===== src/rtl/adreg_pkg.sv =====
package adreg_pkg;

    typedef enum logic {
        LANE_EMPTY,
        LANE_HELD
    } lane_state_e;

    localparam int LANE_NUM = 4;

    // writable bits per word index (byte offset / 2)
    function automatic logic [15:0] field_mask(input logic [4:0] widx);
        logic [15:0] m;
        unique case (widx)
            5'd0:    m = 16'h8003;  // adapter control
            5'd1:    m = 16'h0003;  // interrupt control
            5'd2:    m = 16'h0003;  // bank
            5'd4:    m = 16'h00FF;  // transfer source high
            5'd5:    m = 16'hFFFE;  // transfer source low
            5'd6:    m = 16'h00FF;  // transfer destination high
            5'd7:    m = 16'hFFFF;  // transfer destination low
            5'd8:    m = 16'hFFFC;  // transfer length
            5'd13:   m = 16'h0101;  // video mode pair
            5'd24:   m = 16'h000F;  // pulse-width control
            default: m = 16'h0000;
        endcase
        return m;
    endfunction

    // word index of each push lane, lane order is the push_sel code
    function automatic logic [4:0] lane_word(input int lane);
        logic [4:0] w;
        unique case (lane)
            0:       w = 5'd9;
            1:       w = 5'd26;
            2:       w = 5'd27;
            default: w = 5'd28;
        endcase
        return w;
    endfunction

endpackage


===== src/rtl/adreg_push_lane.sv =====
module adreg_push_lane
    import adreg_pkg::*;
#(
    parameter int WORD_W = 16
) (
    input  logic              clk,
    input  logic              rst_n,
    input  logic              hit,
    input  logic              wr_word,
    input  logic              wr_odd,
    input  logic [WORD_W-1:0] wr_data,
    output logic              push_o,
    output logic [WORD_W-1:0] data_o
);
    localparam int BYTE_W = WORD_W / 2;

    lane_state_e       state_q, state_d;
    logic [BYTE_W-1:0] hold_q;
    logic              fire;

    assign fire = hit && (wr_word || wr_odd);

    always_comb begin
        state_d = state_q;
        unique case (state_q)
            LANE_EMPTY: if (hit && !wr_word && !wr_odd) state_d = LANE_HELD;
            LANE_HELD:  if (fire) state_d = LANE_EMPTY;
        endcase
    end

    always_ff @(posedge clk) begin
        if (!rst_n) state_q <= LANE_EMPTY;
        else        state_q <= state_d;
    end

    always_ff @(posedge clk) begin
        if (!rst_n) begin
            hold_q <= '0;
            push_o <= 1'b0;
            data_o <= '0;
        end else begin
            push_o <= fire;
            if (hit) begin
                if (fire) hold_q <= '0;
                else      hold_q <= wr_data[BYTE_W-1:0];
            end
            if (fire) begin
                if (wr_word) data_o <= wr_data;
                else         data_o <= {hold_q, wr_data[BYTE_W-1:0]};
            end
        end
    end

    p_push_empties_r8: assert property (@(posedge clk) disable iff (!rst_n)
        push_o |-> (state_q == LANE_EMPTY && hold_q == '0));
    p_empty_clear_r8: assert property (@(posedge clk) disable iff (!rst_n)
        (state_q == LANE_EMPTY) |-> (hold_q == '0));

endmodule


===== src/rtl/adreg_ctrl_bank.sv =====
module adreg_ctrl_bank
    import adreg_pkg::*;
#(
    parameter int WORD_W = 16,
    parameter int WIDX_W = 5
) (
    input  logic              clk,
    input  logic              rst_n,
    input  logic              wr_en,
    input  logic [WIDX_W-1:0] wr_widx,
    input  logic [WORD_W-1:0] lane_mask,
    input  logic [WORD_W-1:0] merged,
    input  logic [WIDX_W-1:0] rd_widx,
    output logic [WORD_W-1:0] rd_word,
    output logic              slave_rst_o,
    output logic              irq_upd_o,
    output logic              bank_sw_o
);
    localparam int NWORDS = 2 ** WIDX_W;
    localparam logic [WORD_W-1:0] M_CTL  = field_mask(5'd0);
    localparam logic [WORD_W-1:0] M_IRQ  = field_mask(5'd1);
    localparam logic [WORD_W-1:0] M_BANK = field_mask(5'd2);

    logic [WORD_W-1:0] q [NWORDS];

    for (genvar w = 0; w < NWORDS; w++) begin : g_word
        localparam logic [WORD_W-1:0] M = field_mask(5'(w));
        if (M != '0) begin : g_live
            logic [WORD_W-1:0] r;
            always_ff @(posedge clk) begin
                if (!rst_n) r <= '0;
                else if (wr_en && wr_widx == WIDX_W'(w))
                    r <= (r & ~(M & lane_mask)) | (merged & M & lane_mask);
            end
            assign q[w] = r;
        end else begin : g_dead
            assign q[w] = '0;
        end
    end

    logic [WORD_W-1:0] m_ctl, m_irq, m_bank;
    logic              nres_next;
    logic [1:0]        irq_next, bank_next;

    always_comb begin
        m_ctl     = M_CTL & lane_mask;
        m_irq     = M_IRQ & lane_mask;
        m_bank    = M_BANK & lane_mask;
        nres_next = (q[0][1] & ~m_ctl[1]) | (merged[1] & m_ctl[1]);
        irq_next  = (q[1][1:0] & ~m_irq[1:0]) | (merged[1:0] & m_irq[1:0]);
        bank_next = (q[2][1:0] & ~m_bank[1:0]) | (merged[1:0] & m_bank[1:0]);
    end

    always_ff @(posedge clk) begin
        if (!rst_n) begin
            slave_rst_o <= 1'b0;
            irq_upd_o   <= 1'b0;
            bank_sw_o   <= 1'b0;
        end else begin
            slave_rst_o <= wr_en && wr_widx == WIDX_W'(0) && !q[0][1] && nres_next;
            irq_upd_o   <= wr_en && wr_widx == WIDX_W'(1) && irq_next != q[1][1:0];
            bank_sw_o   <= wr_en && wr_widx == WIDX_W'(2) && bank_next != q[2][1:0];
        end
    end

    assign rd_word = q[rd_widx];

    p_rst_rise_r3: assert property (@(posedge clk) disable iff (!rst_n)
        slave_rst_o |-> (q[0][1] && !$past(q[0][1])));
    p_irq_change_r4: assert property (@(posedge clk) disable iff (!rst_n)
        irq_upd_o |-> (q[1][1:0] != $past(q[1][1:0])));
    p_bank_change_r5: assert property (@(posedge clk) disable iff (!rst_n)
        bank_sw_o |-> (q[2][1:0] != $past(q[2][1:0])));
    p_bank_flagged_r5: assert property (@(posedge clk) disable iff (!rst_n)
        (q[2][1:0] != $past(q[2][1:0])) |-> bank_sw_o);

endmodule


===== src/rtl/adreg_comm_bank.sv =====
module adreg_comm_bank #(
    parameter int WORD_W   = 16,
    parameter int COMM_NUM = 8
) (
    input  logic                        clk,
    input  logic                        rst_n,
    input  logic                        wr_en,
    input  logic                        hit,
    input  logic [$clog2(COMM_NUM)-1:0] wr_idx,
    input  logic [WORD_W-1:0]           lane_mask,
    input  logic [WORD_W-1:0]           merged,
    input  logic [COMM_NUM-1:0]         ack,
    input  logic [$clog2(COMM_NUM)-1:0] rd_idx,
    output logic [WORD_W-1:0]           rd_word,
    output logic [COMM_NUM-1:0]         dirty_o,
    output logic                        upd_o,
    output logic [$clog2(COMM_NUM)-1:0] upd_idx_o
);
    localparam int IDX_W = $clog2(COMM_NUM);

    logic [COMM_NUM-1:0][WORD_W-1:0] q;
    logic [WORD_W-1:0]               next_word;
    logic                            change;
    logic [COMM_NUM-1:0]             set_vec;

    always_comb begin
        next_word = (q[wr_idx] & ~lane_mask) | (merged & lane_mask);
        change    = wr_en && hit && (next_word != q[wr_idx]);
        set_vec   = '0;
        if (change) set_vec[wr_idx] = 1'b1;
    end

    always_ff @(posedge clk) begin
        if (!rst_n) begin
            q         <= '0;
            dirty_o   <= '0;
            upd_o     <= 1'b0;
            upd_idx_o <= '0;
        end else begin
            if (change) begin
                q[wr_idx] <= next_word;
                upd_idx_o <= wr_idx;
            end
            upd_o   <= change;
            dirty_o <= (dirty_o & ~ack) | set_vec;
        end
    end

    assign rd_word = q[rd_idx];

    p_upd_dirty_r10: assert property (@(posedge clk) disable iff (!rst_n)
        upd_o |-> dirty_o[upd_idx_o]);
    p_upd_changed_r10: assert property (@(posedge clk) disable iff (!rst_n)
        upd_o |-> (q != $past(q)));
    p_silent_store_r9: assert property (@(posedge clk) disable iff (!rst_n)
        (q != $past(q)) |-> upd_o);
    p_dirty_cause_r11: assert property (@(posedge clk) disable iff (!rst_n)
        ($countones(dirty_o & ~$past(dirty_o)) > 0) |-> upd_o);

    initial begin
        assert (IDX_W >= 1) else $error("comm bank needs two or more slots");
    end

endmodule


===== src/rtl/adreg_window.sv =====
module adreg_window
    import adreg_pkg::*;
#(
    parameter int ADDR_W   = 6,
    parameter int WORD_W   = 16,
    parameter int COMM_NUM = 8
) (
    input  logic                        clk,
    input  logic                        rst_n,
    input  logic                        wr_en,
    input  logic                        wr_word,
    input  logic [ADDR_W-1:0]           wr_addr,
    input  logic [WORD_W-1:0]           wr_data,
    input  logic [ADDR_W-2:0]           rd_widx,
    output logic [WORD_W-1:0]           rd_data,
    input  logic [COMM_NUM-1:0]         comm_ack,
    output logic                        slave_rst,
    output logic                        irq_upd,
    output logic                        bank_sw,
    output logic                        comm_upd,
    output logic [$clog2(COMM_NUM)-1:0] comm_upd_idx,
    output logic [COMM_NUM-1:0]         comm_dirty,
    output logic                        push_vld,
    output logic [1:0]                  push_sel,
    output logic [WORD_W-1:0]           push_data
);
    localparam int WIDX_W     = ADDR_W - 1;
    localparam int BYTE_W     = WORD_W / 2;
    localparam int CIDX_W     = $clog2(COMM_NUM);
    localparam int COMM_WBASE = 16;
    localparam logic [WIDX_W-1:0] COMM_TAG = WIDX_W'(COMM_WBASE >> CIDX_W);

    logic [WIDX_W-1:0] wr_widx;
    logic              wr_odd;
    logic [WORD_W-1:0] lane_mask, merged;

    always_comb begin
        wr_widx = wr_addr[ADDR_W-1:1];
        wr_odd  = wr_addr[0];
        if (wr_word) begin
            lane_mask = '1;
            merged    = wr_data;
        end else if (wr_odd) begin
            lane_mask = {{BYTE_W{1'b0}}, {BYTE_W{1'b1}}};
            merged    = {{BYTE_W{1'b0}}, wr_data[BYTE_W-1:0]};
        end else begin
            lane_mask = {{BYTE_W{1'b1}}, {BYTE_W{1'b0}}};
            merged    = {wr_data[BYTE_W-1:0], {BYTE_W{1'b0}}};
        end
    end

    logic [WORD_W-1:0] ctrl_rd, comm_rd;

    adreg_ctrl_bank #(.WORD_W(WORD_W), .WIDX_W(WIDX_W)) u_ctrl (
        .clk         (clk),
        .rst_n       (rst_n),
        .wr_en       (wr_en),
        .wr_widx     (wr_widx),
        .lane_mask   (lane_mask),
        .merged      (merged),
        .rd_widx     (rd_widx),
        .rd_word     (ctrl_rd),
        .slave_rst_o (slave_rst),
        .irq_upd_o   (irq_upd),
        .bank_sw_o   (bank_sw)
    );

    logic comm_wr_hit, comm_rd_hit;
    assign comm_wr_hit = (wr_widx >> CIDX_W) == COMM_TAG;
    assign comm_rd_hit = (rd_widx >> CIDX_W) == COMM_TAG;

    adreg_comm_bank #(.WORD_W(WORD_W), .COMM_NUM(COMM_NUM)) u_comm (
        .clk       (clk),
        .rst_n     (rst_n),
        .wr_en     (wr_en),
        .hit       (comm_wr_hit),
        .wr_idx    (wr_widx[CIDX_W-1:0]),
        .lane_mask (lane_mask),
        .merged    (merged),
        .ack       (comm_ack),
        .rd_idx    (rd_widx[CIDX_W-1:0]),
        .rd_word   (comm_rd),
        .dirty_o   (comm_dirty),
        .upd_o     (comm_upd),
        .upd_idx_o (comm_upd_idx)
    );

    assign rd_data = comm_rd_hit ? comm_rd : ctrl_rd;

    logic [LANE_NUM-1:0] lane_push;
    logic [WORD_W-1:0]   lane_data [LANE_NUM];

    for (genvar l = 0; l < LANE_NUM; l++) begin : g_lane
        logic lane_hit;
        assign lane_hit = wr_en && (wr_widx == WIDX_W'(lane_word(l)));
        adreg_push_lane #(.WORD_W(WORD_W)) u_lane (
            .clk     (clk),
            .rst_n   (rst_n),
            .hit     (lane_hit),
            .wr_word (wr_word),
            .wr_odd  (wr_odd),
            .wr_data (wr_data),
            .push_o  (lane_push[l]),
            .data_o  (lane_data[l])
        );
    end

    always_comb begin
        push_vld  = 1'b0;
        push_sel  = '0;
        push_data = '0;
        for (int l = 0; l < LANE_NUM; l++) begin
            if (lane_push[l]) begin
                push_vld  = 1'b1;
                push_sel  = 2'(l);
                push_data = lane_data[l];
            end
        end
    end

    p_one_push_r7: assert property (@(posedge clk) disable iff (!rst_n)
        $onehot0(lane_push));
    p_push_from_write_r7: assert property (@(posedge clk) disable iff (!rst_n)
        push_vld |-> $past(wr_en));

endmodule


===== config.mk =====
export PLATFORM = sky130hd
export DESIGN_NAME = adreg_window
export DESIGN_NICKNAME = d
export VERILOG_FILES = /design/src/rtl/adreg_pkg.sv /design/src/rtl/adreg_push_lane.sv /design/src/rtl/adreg_ctrl_bank.sv /design/src/rtl/adreg_comm_bank.sv /design/src/rtl/adreg_window.sv
export SDC_FILE = /design/constraint.sdc
export NUM_CORES = 1
export LEC_CHECK = 0
export ABC_CLOCK_PERIOD_IN_PS = 6550
export CAP_MARGIN = 15
export CORE_AREA = 8 8 181 183
export CTS_BUF_LIST = sky130_fd_sc_hd__clkbuf_16
export CTS_CLUSTER_SIZE = 8
export DETAILED_ROUTE_END_ITERATION = 16
export DIE_AREA = 0 0 189 191
export PLACE_DENSITY = 0.73
export SLEW_MARGIN = 10
export SYNTH_ARGS = -nofsm -noshare
export SYNTH_HDL_FRONTEND = slang
export SYNTH_SLANG_ARGS = --single-unit

===== constraint.sdc =====
create_clock -name clk -period 6.55 [get_ports clk]
set_input_delay 0.655 -clock clk [delete_from_list [all_inputs] [get_ports clk]]
set_output_delay 0.655 -clock clk [all_outputs]
set_load 0.01 [all_outputs]

==> impl_metrics.json <==
{
  "status": "finished, final reports clean",
  "ff2ff_path_depth": 8,
  "ant_nets": 0,
  "vdd_drop_max_mv": 0.220,
  "critPathLaunchType": "input pin",
  "die_h_um": 191,
  "netlist_instances": 1743,
  "clk_path_buf_depth": 3,
  "drtIter0Drc": 1367,
  "cts_hold_buf": 0,
  "place.detailed.hpwl_um": 29900,
  "cp-endpoint": "u_comm.q[31]",
  "yosysUniqueCellTypes": 66,
  "antenna_found_initial": 1,
  "crit_start": "wr_addr[1]",
  "final_cells": 2163,
  "cts_tree": "done",
  "critPathTopFamily": "buffers and inverters",
  "drc_errors": 0,
  "grt_max_degree": 172,
  "n_fill_cell": 2545,
  "rsz0062_at_grt": "no",
  "skew_ns": 0.0214,
  "antenna_cells": 0,
  "grt_overflow": 0,
  "cts_inserted_buffers": 45,
  "cts_setup_buffers": 0,
  "cts.reportedPaths.clkPinSlew_ns": 0.05,
  "portBuffers": 88,
  "io_pins": 89,
  "critPathArrivalTime_ns": 4.77,
  "clk_latency_ns": 0.54,
  "critPathBufInv": 4,
  "wl_per_cell_um": 21.4,
  "cp.depth": 12,
  "die_x_um": 189,
  "min_path_type": "reg2reg",
  "slowest_stage": "clkdlybuf4s50_1",
  "crit_type": "in2reg",
  "post_cts_resized": 0,
  "route.final.wire_length_um": 46300,
  "h-tree-depth": 2,
  "start_util_pct": 53.8,
  "required_ns": 6.92,
  "synth.net_count": 1782,
  "fin_crit_sh_pct": 67.2,
  "async_flop_share_pct": 0,
  "relSlewSlack_pct": 26.3,
  "setup_violations": 0,
  "fin_tns_setup_ns": 0,
  "max_cap_viol_count": 0,
  "crit_chain": "clkdlybuf4s50_1 > buf_4 > nor2b_1 > buf_4 > a22o_1 > a211oi_2 > xor2_1 > a221oi_2 > and4_1 > a211oi_4 > buf_4 > mux2i_1",
  "ys_seq_area_share_pct": 39.3,
  "ys_warn_count": 0,
  "routed_via_density": 6.11,
  "grt_usage_pct": 25.1,
  "grt_pass1_vias": 13147,
  "rows": 64,
  "routabilityCongestion": 0.873,
  "final_max_slew_viol_count": 0,
  "power.leakage_nw": 7.07,
  "grt_pass1_wl_um": 72900,
  "worstReg2RegStart": "u_comm.q[30]",
  "r2r-end": "u_comm.q[31]",
  "die_area_um2": 36100,
  "vias": 13226,
  "first_pass_iters": 5,
  "core_um2": 30000,
  "crit_fanout": 18,
  "slowest_delay_ns": 0.97,
  "end_kind": "flop",
  "path_common_cell": "buf_4",
  "tightest_slew_ns": 1.10,
  "yosys_register_bits": 317,
  "r2r_setup_slack_ns": 3.27,
  "power_mw": 4.38,
  "cts_root_buffer": "clkbuf_16",
  "synth_ff_type": "dfxtp_1",
  "period_needed_ns": 4.40,
  "max_freq_mhz": 227,
  "fin_nets": 1804,
  "drive_gt1_share_pct": 9.45,
  "area_growth_pct": 12.7,
  "syn_avg_cell_area_um2": 9.27,
  "dp.cells": 2113,
  "cts_num_sinks": 317,
  "pwr_density_cell_nw_per_um2": 240,
  "synth_area_um2": 16200,
  "synth_edf_count": 0,
  "finalHoldViolCount": 0
}
power breakdown:
group          total [mW]  switching (mW)  internal, mW
clock network        2.06           0.810          1.25
logic               0.362           0.235         0.128
registers            1.96         0.00960          1.95
tightest hold or removal path: stages (launching register included):
cell and delay [ns]:
dfxtp_1 0.30, nand2_1 0.05, a21boi_0 0.06
synthesized netlist by cell type, types with 15 or more instances:
cell      number  area (µm²)
nand3_1       45         225
a21boi_0      73         548
o21ai_0       59         295
dfxtp_1      317        6350
o22ai_1       18         113
mux4_2        39         878
buf_1         15        56.3
mux2i_1      265        2650
a21oi_1       37         185
nor2b_1       62         388
a22oi_1       16         120
clkbuf_1     100         375
nor2_1        54         203
nand2_1      396        1490
o211a_1       57         571
cell type report:
class	instances	area, µm²	share of cell area (%)
Multi-Input combinational cell	1267	8980	49.3
Sequential cell	317	6350	34.8
Clock buffer	47	1180	6.46
Timing Repair Buffer	126	1160	6.40
Tap cell	396	495	2.72
Inverter	8	30.0	0.165
Clock inverter	2	13.8	0.0756
logic make-up (layout without fill, tap and decap cells):
group	count (synthesis)	in the layout	share of synthesized area, %
muxes	316	316	22.8
AOI/OAI and AO/OA	329	329	15.3
buffers and inverters	159	183	5.58
and+or+nand+nor	610	610	16.5
xor gates and xnor gates	12	12	0.651
DFF	317	317	39.3
worst min-delay path by stage:
stage | to | cells past startpoint | slack [ns] | from
final | g_lane[3].u_lane.hold_q[5] | 2 | 0.46 | g_lane[3].u_lane.hold_q[5]
after global routing | g_lane[2].u_lane.hold_q[0] | 2 | 0.48 | g_lane[2].u_lane.hold_q[0]
after CTS | g_lane[3].u_lane.hold_q[5] | 2 | 0.46 | g_lane[3].u_lane.hold_q[5]
after detailed placement | u_ctrl.slave_rst_o | 1 | 0.45 | u_ctrl.g_word[0].g_live.r[1]
after global placement | g_lane[1].u_lane.hold_q[4] | 2 | 0.45 | g_lane[1].u_lane.hold_q[4]
after floorplan | u_ctrl.slave_rst_o | 1 | 0.42 | u_ctrl.g_word[0].g_live.r[1]
through the flow:
stage / setup slack (ns) / cell area, µm² / util [%] / hold slack (ns)
floorplan: 3.14 / 16200 / - / 0.422
global placement: 1.78 / 17000 / 56.6 / 0.450
detailed placement: 1.74 / 17000 / 56.6 / 0.453
CTS: 2.26 / 18200 / 60.6 / 0.463
global route: 2.07 / 18200 / 60.6 / 0.479
finish: 2.15 / 18200 / 60.6 / 0.460
routing by layer:
metal	routed length, µm	vias to the layer above	share of wire (%)	global-route usage, %
met2	21600	579	47	41.4
met1	19300	6353	42	31.8
met4	2020	2	4.4	11.5
met3	3410	145	7.4	4.09
li1	-	6147	-	-
met5	12	-	0.026	0
cells in the final DEF (no fill, tap or decap), drive strengths merged, types with 45 or more instances in the layout:
| cell | n |
|---|---|
| clkbuf | 48 |
| o211a | 57 |
| dfxtp | 317 |
| mux2i | 265 |
| clkdlybuf4s50 | 82 |
| o21ai | 61 |
| nor2 | 54 |
| nor2b | 62 |
| nand3 | 45 |
| nand2 | 396 |
| a21boi | 74 |
No activity file was read; power rests on OpenSTA's default activity.
